<file path="src/rtl/fts_pkg.sv">
package fts_pkg;
   typedef enum logic [2:0] {
      OP_NONE      = 3'd0,
      OP_PILOT_FFT = 3'd1,
      OP_CHEST     = 3'd2,
      OP_GRAM      = 3'd3,
      OP_VECTOR    = 3'd4,
      OP_UL        = 3'd5,
      OP_DL        = 3'd6
   } op_e;

   typedef enum logic [1:0] {
      SEG_UL,
      SEG_PILOT,
      SEG_GUARD,
      SEG_DL
   } seg_e;

   typedef enum logic [2:0] {
      PH_FILL,
      PH_CHEST,
      PH_GRAM,
      PH_WAIT,
      PH_EARLY,
      PH_DL
   } phase_e;
endpackage

</file>
<file path="src/rtl/fts_frame_pos.sv">
module fts_frame_pos
   import fts_pkg::*;
#(
   parameter int SYM_W = 6,
   localparam int POS_W = SYM_W + 2
) (
   input  logic             clk,
   input  logic             rst_n,
   input  logic             sym_tick,
   input  logic [SYM_W-1:0] cfg_ul_pre,
   input  logic [SYM_W-1:0] cfg_ul_post,
   input  logic [SYM_W-1:0] cfg_dl_cnt,
   input  logic [SYM_W-1:0] cfg_ul_early,
   output logic [POS_W-1:0] pos,
   output logic [SYM_W-1:0] lat_dl,
   output logic [SYM_W-1:0] lat_early,
   output logic             ul_rx,
   output logic             pilot_rx,
   output logic             dl_slot,
   output logic [SYM_W-1:0] dl_slot_idx
);
   logic             cfg_vld;
   logic [SYM_W-1:0] lat_pre, lat_post;
   logic [POS_W-1:0] pilot_at, guard_at, dl_base, last_at, nxt;
   logic             wrap;
   seg_e             seg;

   assign pilot_at = POS_W'(lat_pre);
   assign guard_at = POS_W'(lat_pre) + POS_W'(lat_post) + POS_W'(1);
   assign dl_base  = guard_at + POS_W'(1);
   assign last_at  = dl_base + POS_W'(lat_dl);

   always_comb begin
      if (pos < pilot_at)       seg = SEG_UL;
      else if (pos == pilot_at) seg = SEG_PILOT;
      else if (pos < guard_at)  seg = SEG_UL;
      else if (pos == guard_at) seg = SEG_GUARD;
      else if (pos < last_at)   seg = SEG_DL;
      else                      seg = SEG_GUARD;
   end

   assign wrap        = sym_tick && (pos == last_at);
   assign nxt         = (pos == last_at) ? '0 : pos + POS_W'(1);
   assign ul_rx       = sym_tick && (seg == SEG_UL);
   assign pilot_rx    = sym_tick && (seg == SEG_PILOT);
   assign dl_slot     = sym_tick && (nxt >= dl_base) && (nxt < last_at);
   assign dl_slot_idx = SYM_W'(nxt - dl_base);

   always_ff @(posedge clk or negedge rst_n) begin
      if (!rst_n) begin
         cfg_vld   <= 1'b0;
         lat_pre   <= '0;
         lat_post  <= '0;
         lat_dl    <= '0;
         lat_early <= '0;
      end else if (!cfg_vld || wrap) begin
         cfg_vld   <= 1'b1;
         lat_pre   <= cfg_ul_pre;
         lat_post  <= cfg_ul_post;
         lat_dl    <= cfg_dl_cnt;
         lat_early <= cfg_ul_early;
      end
   end

   always_ff @(posedge clk or negedge rst_n) begin
      if (!rst_n)        pos <= '0;
      else if (sym_tick) pos <= nxt;
   end


   pos_range_chk: assert property (@(posedge clk) disable iff (!rst_n)
      cfg_vld |-> (pos <= last_at));
endmodule

</file>
<file path="src/rtl/fts_ul_queue.sv">
module fts_ul_queue #(
   parameter int BUF_DEPTH = 8,
   parameter int IDX_W     = 6,
   localparam int CNT_W    = $clog2(BUF_DEPTH + 1)
) (
   input  logic             clk,
   input  logic             rst_n,
   input  logic             ul_rx,
   input  logic             take,
   output logic             nonempty,
   output logic [IDX_W-1:0] head_idx,
   output logic             ovf
);
   logic [CNT_W-1:0] pending;
   logic             full;

   assign full     = (pending == CNT_W'(BUF_DEPTH));
   assign nonempty = (pending != '0);

   always_ff @(posedge clk or negedge rst_n) begin
      if (!rst_n) begin
         pending  <= '0;
         head_idx <= '0;
         ovf      <= 1'b0;
      end else begin
         if (take) head_idx <= head_idx + IDX_W'(1);
         if (ul_rx && !take) begin
            if (full) ovf <= 1'b1;
            else      pending <= pending + CNT_W'(1);
         end else if (take && !ul_rx) begin
            pending <= pending - CNT_W'(1);
         end
      end
   end


   no_overflow_chk: assert property (@(posedge clk) disable iff (!rst_n)
      pending <= CNT_W'(BUF_DEPTH));

   ovf_sticky_chk: assert property (@(posedge clk) disable iff (!rst_n)
      ovf |=> ovf);

   take_nonempty_chk: assert property (@(posedge clk) disable iff (!rst_n)
      take |-> nonempty);
endmodule

</file>
<file path="src/rtl/fts_dl_mon.sv">
module fts_dl_mon #(
   parameter int SYM_W = 6
) (
   input  logic             clk,
   input  logic             rst_n,
   input  logic             pilot_rx,
   input  logic             dl_done,
   input  logic             dl_slot,
   input  logic [SYM_W-1:0] dl_slot_idx,
   output logic             miss
);
   logic [SYM_W:0] done_cnt;

   always_ff @(posedge clk or negedge rst_n) begin
      if (!rst_n) begin
         done_cnt <= '0;
         miss     <= 1'b0;
      end else begin
         if (pilot_rx)     done_cnt <= '0;
         else if (dl_done) done_cnt <= done_cnt + (SYM_W+1)'(1);
         if (dl_slot && (done_cnt <= {1'b0, dl_slot_idx})) miss <= 1'b1;
      end
   end


   miss_sticky_chk: assert property (@(posedge clk) disable iff (!rst_n)
      miss |=> miss);
endmodule

</file>
<file path="src/rtl/fts_sched.sv">
module fts_sched
   import fts_pkg::*;
#(
   parameter int SYM_W     = 6,
   parameter int ENABLE_CB = 1
) (
   input  logic             clk,
   input  logic             rst_n,
   input  logic             pilot_rx,
   input  logic             inv_ready,
   input  logic             cb_mode,
   input  logic [SYM_W-1:0] lat_dl,
   input  logic [SYM_W-1:0] lat_early,
   input  logic             ul_nonempty,
   input  logic [SYM_W-1:0] ul_head_idx,
   input  logic             task_done,
   output logic             take,
   output op_e              op_r,
   output logic [SYM_W-1:0] sym_r,
   output logic             start_r,
   output logic             dl_done
);
   phase_e           ph, ph_n;
   logic [SYM_W-1:0] pb_cnt, pb_n, dl_idx, dl_n;
   logic             busy, pilot_pend, inv_seen, cb_eff;
   logic             iss, clr_pilot, clr_inv;
   op_e              iss_op;
   logic [SYM_W-1:0] iss_sym;

   generate
      if (ENABLE_CB != 0) begin : g_cb
         assign cb_eff = cb_mode;
      end else begin : g_nocb
         assign cb_eff = 1'b0;
      end
   endgenerate

   always_comb begin
      iss       = 1'b0;
      iss_op    = OP_NONE;
      iss_sym   = '0;
      ph_n      = ph;
      pb_n      = pb_cnt;
      dl_n      = dl_idx;
      clr_pilot = 1'b0;
      clr_inv   = 1'b0;
      if (!busy) begin
         case (ph)
            PH_FILL: begin
               if (pilot_pend) begin
                  iss       = 1'b1;
                  iss_op    = OP_PILOT_FFT;
                  clr_pilot = 1'b1;
                  ph_n      = PH_CHEST;
               end else if (ul_nonempty) begin
                  iss     = 1'b1;
                  iss_op  = OP_UL;
                  iss_sym = ul_head_idx;
               end
            end
            PH_CHEST: begin
               iss    = 1'b1;
               iss_op = OP_CHEST;
               pb_n   = '0;
               ph_n   = cb_eff ? PH_EARLY : PH_GRAM;
            end
            PH_GRAM: begin
               iss    = 1'b1;
               iss_op = OP_GRAM;
               ph_n   = PH_WAIT;
            end
            PH_WAIT: begin
               if (inv_seen) begin
                  iss     = 1'b1;
                  iss_op  = OP_VECTOR;
                  clr_inv = 1'b1;
                  pb_n    = '0;
                  ph_n    = PH_EARLY;
               end else if (ul_nonempty) begin
                  iss     = 1'b1;
                  iss_op  = OP_UL;
                  iss_sym = ul_head_idx;
               end
            end
            PH_EARLY: begin
               if ((pb_cnt < lat_early) && ul_nonempty) begin
                  iss     = 1'b1;
                  iss_op  = OP_UL;
                  iss_sym = ul_head_idx;
                  pb_n    = pb_cnt + SYM_W'(1);
               end else begin
                  dl_n = '0;
                  ph_n = PH_DL;
               end
            end
            PH_DL: begin
               if (dl_idx < lat_dl) begin
                  iss     = 1'b1;
                  iss_op  = OP_DL;
                  iss_sym = dl_idx;
                  dl_n    = dl_idx + SYM_W'(1);
               end else begin
                  ph_n = PH_FILL;
               end
            end
            default: ph_n = PH_FILL;
         endcase
      end
   end

   assign take    = iss && (iss_op == OP_UL);
   assign dl_done = busy && task_done && (op_r == OP_DL);

   always_ff @(posedge clk or negedge rst_n) begin
      if (!rst_n) begin
         ph         <= PH_FILL;
         pb_cnt     <= '0;
         dl_idx     <= '0;
         busy       <= 1'b0;
         op_r       <= OP_NONE;
         sym_r      <= '0;
         start_r    <= 1'b0;
         pilot_pend <= 1'b0;
         inv_seen   <= 1'b0;
      end else begin
         ph      <= ph_n;
         pb_cnt  <= pb_n;
         dl_idx  <= dl_n;
         start_r <= iss;
         if (iss) begin
            busy  <= 1'b1;
            op_r  <= iss_op;
            sym_r <= iss_sym;
         end else if (busy && task_done) begin
            busy  <= 1'b0;
            op_r  <= OP_NONE;
            sym_r <= '0;
         end
         if (pilot_rx)       pilot_pend <= 1'b1;
         else if (clr_pilot) pilot_pend <= 1'b0;
         if (inv_ready)      inv_seen <= 1'b1;
         else if (clr_inv)   inv_seen <= 1'b0;
      end
   end


   start_pulse_chk: assert property (@(posedge clk) disable iff (!rst_n)
      start_r |=> !start_r);

   no_start_busy_chk: assert property (@(posedge clk) disable iff (!rst_n)
      (busy && !task_done) |=> !start_r);

   vec_after_inv_chk: assert property (@(posedge clk) disable iff (!rst_n)
      (start_r && (op_r == OP_VECTOR)) |-> $past(inv_seen));

   cb_skip_gram_chk: assert property (@(posedge clk) disable iff (!rst_n)
      (start_r && (op_r == OP_GRAM)) |-> !cb_eff);
endmodule

</file>
<file path="src/rtl/frame_task_seq.sv">
module frame_task_seq
   import fts_pkg::*;
#(
   parameter int SYM_W     = 6,
   parameter int BUF_DEPTH = 8,
   parameter int ENABLE_CB = 1,
   localparam int POS_W    = SYM_W + 2
) (
   input  logic             clk,
   input  logic             rst_n,
   input  logic             sym_tick,
   input  logic [SYM_W-1:0] cfg_ul_pre,
   input  logic [SYM_W-1:0] cfg_ul_post,
   input  logic [SYM_W-1:0] cfg_dl_cnt,
   input  logic [SYM_W-1:0] cfg_ul_early,
   input  logic             cfg_cb_mode,
   input  logic             inv_ready,
   input  logic             task_done,
   output logic [2:0]       task_op,
   output logic [SYM_W-1:0] task_sym,
   output logic             task_start,
   output logic [POS_W-1:0] frame_pos,
   output logic             ul_overflow,
   output logic             dl_miss
);
   generate
      if (SYM_W < 2) begin : g_bad_sym
         $error("SYM_W must be at least 2");
      end
      if (BUF_DEPTH < 1) begin : g_bad_depth
         $error("BUF_DEPTH must be at least 1");
      end
   endgenerate

   logic [SYM_W-1:0] lat_dl, lat_early, dl_slot_idx, head_idx;
   logic             ul_rx, pilot_rx, dl_slot, take, nonempty, dl_done;
   op_e              op_r;

   fts_frame_pos #(.SYM_W(SYM_W)) u_pos (
      .clk         (clk),
      .rst_n       (rst_n),
      .sym_tick    (sym_tick),
      .cfg_ul_pre  (cfg_ul_pre),
      .cfg_ul_post (cfg_ul_post),
      .cfg_dl_cnt  (cfg_dl_cnt),
      .cfg_ul_early(cfg_ul_early),
      .pos         (frame_pos),
      .lat_dl      (lat_dl),
      .lat_early   (lat_early),
      .ul_rx       (ul_rx),
      .pilot_rx    (pilot_rx),
      .dl_slot     (dl_slot),
      .dl_slot_idx (dl_slot_idx)
   );

   fts_ul_queue #(.BUF_DEPTH(BUF_DEPTH), .IDX_W(SYM_W)) u_queue (
      .clk     (clk),
      .rst_n   (rst_n),
      .ul_rx   (ul_rx),
      .take    (take),
      .nonempty(nonempty),
      .head_idx(head_idx),
      .ovf     (ul_overflow)
   );

   fts_sched #(.SYM_W(SYM_W), .ENABLE_CB(ENABLE_CB)) u_sched (
      .clk        (clk),
      .rst_n      (rst_n),
      .pilot_rx   (pilot_rx),
      .inv_ready  (inv_ready),
      .cb_mode    (cfg_cb_mode),
      .lat_dl     (lat_dl),
      .lat_early  (lat_early),
      .ul_nonempty(nonempty),
      .ul_head_idx(head_idx),
      .task_done  (task_done),
      .take       (take),
      .op_r       (op_r),
      .sym_r      (task_sym),
      .start_r    (task_start),
      .dl_done    (dl_done)
   );

   fts_dl_mon #(.SYM_W(SYM_W)) u_mon (
      .clk        (clk),
      .rst_n      (rst_n),
      .pilot_rx   (pilot_rx),
      .dl_done    (dl_done),
      .dl_slot    (dl_slot),
      .dl_slot_idx(dl_slot_idx),
      .miss       (dl_miss)
   );

   assign task_op = op_r;
endmodule

</file>
<file path="config.mk">
export PLATFORM = sky130hd
export DESIGN_NAME = frame_task_seq
export DESIGN_NICKNAME = d
export VERILOG_FILES = /design/src/rtl/fts_pkg.sv /design/src/rtl/fts_frame_pos.sv /design/src/rtl/fts_ul_queue.sv /design/src/rtl/fts_dl_mon.sv /design/src/rtl/fts_sched.sv /design/src/rtl/frame_task_seq.sv
export SDC_FILE = /design/constraint.sdc
export NUM_CORES = 1
export LEC_CHECK = 0
export BUFFER_PORTS_ARGS = -buffer_cell sky130_fd_sc_hd__clkbuf_2
export CAP_MARGIN = 10
export CELL_PAD_IN_SITES_DETAIL_PLACEMENT = 0
export CELL_PAD_IN_SITES_GLOBAL_PLACEMENT = 1
export CORE_AREA = 2 2 125 127
export CTS_BUF_LIST = sky130_fd_sc_hd__clkbuf_8
export DETAILED_ROUTE_END_ITERATION = 8
export DIE_AREA = 0 0 127 129
export PLACE_DENSITY = 0.64
export SYNTH_ARGS = -nofsm -noshare
export SYNTH_HDL_FRONTEND = slang
export SYNTH_SLANG_ARGS = --single-unit
export TNS_END_PERCENT = 5
</file>
<file path="constraint.sdc">
create_clock -name clk -period 7.9 [get_ports clk]
set_input_delay 1.58 -clock clk [delete_from_list [all_inputs] [get_ports clk]]
set_output_delay 1.58 -clock clk [all_outputs]
set_load 0.05 [all_outputs]
</file>
==> flow_summary_export.csv <==
group,metric,value,unit
outcome,outcome,"finished clean",
clocking,cts_hold_buf,0,
clocking,cts_tree,"built",
power,p_leak,3.09,nW
sta,fin_crit_sh,0.820,
logic_synthesis,syn_nets,705,
power,seqPwrFrac,0.233,
die,die_w,127,um
worst_setup_path,required,8.22,ns
die,dieArea,16400,um^2
sta,finalMaxSlewViolations,0,
clocking,ctsHtreeMaxLevel,3,
logic_synthesis,synthFlopType,"dfrtp_1",
clocking,clockBufferDepth,2,
placed_design,place_congestion,0.847,
sta,hold_viol_final,0,
placed_design,port_buffers,49,
routing,viasPerCell,5.22,
logic_synthesis,seq_area_frac_synth,0.350,
power,p_switching,1.39,mW
die,coreArea,15000,um^2
worst_setup_path,crit_type,"reg -> reg",
routing,avgRoutedWirePerCell,15.7,um
logic_synthesis,synthCells,596,
min_path,min_to,"u_mon.miss",
sta,grt_setup_unrepaired,"no",
worst_setup_path,cp_common_cell,"ha_1",
global_routing,grt_usage,0.169,
clocking,clk_latency,0.37,ns
die,rows,45,
worst_setup_path,reg2reg_setup_slack,1.42,ns
placed_design,dp_hpwl,10200,um
routing,via_count,4388,
sta,period_needed,6.48,ns
logic_synthesis,yosysWarnings,0,
worst_setup_path,path_buf_inv,3,
sta,slew-limit-headroom,0.393,
logic_synthesis,ys_types,68,
min_path,min_path_cells,1,
worst_setup_path,arrival,6.80,ns
sta,tns,0,ns
worst_setup_path,slowest_stage,"o21ai_0",
clocking,cts-root-buf,"clkbuf_8",
logic_synthesis,synth_edf_count,0,
sta,fmax,154,MHz
power,power.density,446,nW/um^2
clocking,clock_sinks,80,
finish,postLayoutCoreUtil,0.427,
worst_setup_path,worst_path_largest_cell_delay,0.42,ns
sta,max_slew.worst_pin.slew,0.904,ns
finish,drive_gt1_frac,0.155,
global_routing,grt_pass1_wl,21700,um
finish,nNetsFinal,756,
power,p_clk_frac,0.121,
global_routing,grt_pass1_vias,4365,
worst_setup_path,rr_worst_depth,30,
die,io_pins,50,
worst_setup_path,r2r-end,"u_mon.miss",
logic_synthesis,async_flop_share,1.00,
global_routing,grt_max_degree,44,
clocking,post_cts_buffers,0,
clocking,ctsResizeCount,0,
sta,skew,0.0125,ns
global_routing,globalRoute.totalOverflow,0,
die,dieHeight,129,um
clocking,cts.clk_slew.worst_paths,0.09,ns
finish,diodes,0,
worst_setup_path,timing.critical_path.from_type,"register",
routing,drc,0,
finish,area_growth,11.7,%
sta,finalSetupViolCount,0,
power,comb_power_share,0.646,
min_path,hp-start,"u_mon.miss",
worst_setup_path,cp_max_fo,5,
routing,drtIter0Drc,215,
worst_setup_path,path_delay_family,"adder cells",
clocking,cts_buffers,9,
die,initial_core_util,0.382,
min_path,hold_path.class,"reg -> reg",
power,swShare,0.487,
routing,wirelength,13200,um
worst_setup_path,rr_startpoint,"u_pos.lat_pre[0]",
power,vdd_drop_max,0.000154,V
routing,ant_nets,0,
logic_synthesis,synth_seq_cells,80,
routing,first_pass_iters,4,
worst_setup_path,critPathCaptureType,"register",
logic_synthesis,netlist_area,5720,um^2
power,internal-power,1.46,mW
global_routing,antenna_found_initial,0,
logic_synthesis,avgSynthCellArea,9.60,um^2
run,maxCapViolCount,0,
layout by cell type, fill, tap and decap left out, types with 4 or more instances in the layout:
cell,count
ha_1,75
and3_1,10
a21o_1,12
dfrtp_1,80
mux2_2,15
o21bai_1,4
o21a_1,6
nand4_1,12
mux2i_1,5
nor3_1,5
fa_1,4
and2_1,5
nand2b_1,11
or3_1,5
nand2_1,47
o21ai_1,9
nor2b_1,8
xor2_1,24
nor2_1,29
a22oi_1,6
nand3_1,18
a22o_1,4
clkbuf_2,48
inv_1,44
o21ai_0,43
clkbuf_8,10
buf_4,5
a21oi_1,25
a31oi_1,6
a211oi_1,4
xnor2_1,21
worst max path at each step:
stage | slack (ns) | to | start | depth (start not counted)
after floorplan | 2.03 | u_mon.miss | u_pos.lat_pre[0] | 31
after global placement | 1.57 | u_mon.miss | u_pos.lat_pre[0] | 31
after detailed placement | 1.45 | u_mon.miss | u_pos.lat_pre[0] | 30
after CTS | 1.42 | u_mon.miss | u_pos.lat_pre[0] | 30
after global routing | 0.95 | u_mon.miss | u_pos.lat_post[0] | 30
final | 1.42 | u_mon.miss | u_pos.lat_pre[0] | 30
final cells by class:
| cell class | count | area [um^2] |
|---|---|---|
| fill | 1537 | 8580 |
| multi-input combinational | 461 | 3500 |
| sequential | 80 | 2000 |
| timing repair buffer | 53 | 278 |
| tap | 188 | 235 |
| inverter | 42 | 158 |
| clock buffer | 10 | 138 |
| clock inverter | 6 | 83.8 |
logic make-up (layout without fill, tap and decap cells):
logic type                 Yosys count  in the layout  share of synthesized area
AOI/OAI and AO/OA                  145            145                      0.168
xor gates and xnor gates            46             46                     0.0717
adders and majority gates           79             79                      0.178
buffers and inverters               55            111                     0.0389
DFF                                 80             80                      0.350
muxes                               21             21                     0.0402
other                                1              1                   0.000655
and+or+nand+nor                    169            169                      0.153
registers in the layout, indices dropped and copies added, names as in the netlist, 3 cells and up:
signal            flops
u_queue.head_idx      6
u_pos.pos             8
u_pos.lat_dl          6
u_sched.pb_cnt        6
u_sched.op_r          3
u_sched.sym_r         6
u_sched.dl_idx        6
u_pos.lat_pre         6
u_queue.pending       4
u_pos.lat_post        6
u_sched.ph            3
u_mon.done_cnt        7
u_pos.lat_early       6
power by group through the flow:
stage	sequential, mW	combinational, mW	clock [mW]
6_report	0.666	1.84	0.345
5_1_grt	0.685	2.08	0.378
2_1_floorplan	0.730	1.36	0
4_1_cts	0.666	1.85	0.361
3_3_place_gp	0.670	1.81	0
3_5_place_dp	0.672	1.85	0
synth_stat cells (all sizes together), types with 2 or more instances:
library cell	instances	area [um^2]
dfrtp	80	2000
ha	75	938
o21ai	53	269
nand2	48	183
inv	42	158
nor2	31	126
a21oi	28	159
xor2	24	210
xnor2	22	200
nand3	19	100
mux2	16	180
a21o	12	90.1
nand4	12	75.1
and3	11	73.8
nand2b	11	68.8
nor2b	8	50.1
a31oi	7	50.1
clkbuf	7	26.3
nor3	7	45.0
a22oi	6	45.0
buf	6	38.8
o21a	6	45.0
a211oi	5	42.5
and2	5	31.3
mux2i	5	50.1
or3	5	31.3
a22o	4	35.0
fa	4	80.1
nor4	4	31.3
o21bai	4	30.0
o31ai	4	43.8
or4	3	22.5
a41oi	2	17.5
o211ai	2	15.0
o22a	2	17.5
o22ai	2	12.5
or2	2	12.5
layer usage:
layer  vias to the layer above  GRT usage  wire, um
met5                         -          0         0
met4                         0     0.0524       169
met3                         9     0.0295       290
met2                        49      0.270      6140
met1                      2107      0.234      6590
li1                       2223          -         -
stage by stage:
step	instances	worst slack [ns]	hold WS, ns	power, mW	cell area, um^2
after global routing	840	0.947	0.501	3.14	6390
after floorplan	596	2.03	0.446	2.09	5720
after detailed placement	824	1.45	0.462	2.52	6170
after global placement	824	1.57	0.456	2.48	6170
final	840	1.42	0.475	2.85	6390
after CTS	840	1.42	0.484	2.88	6390
No activity file was read; power rests on OpenSTA's default activity.
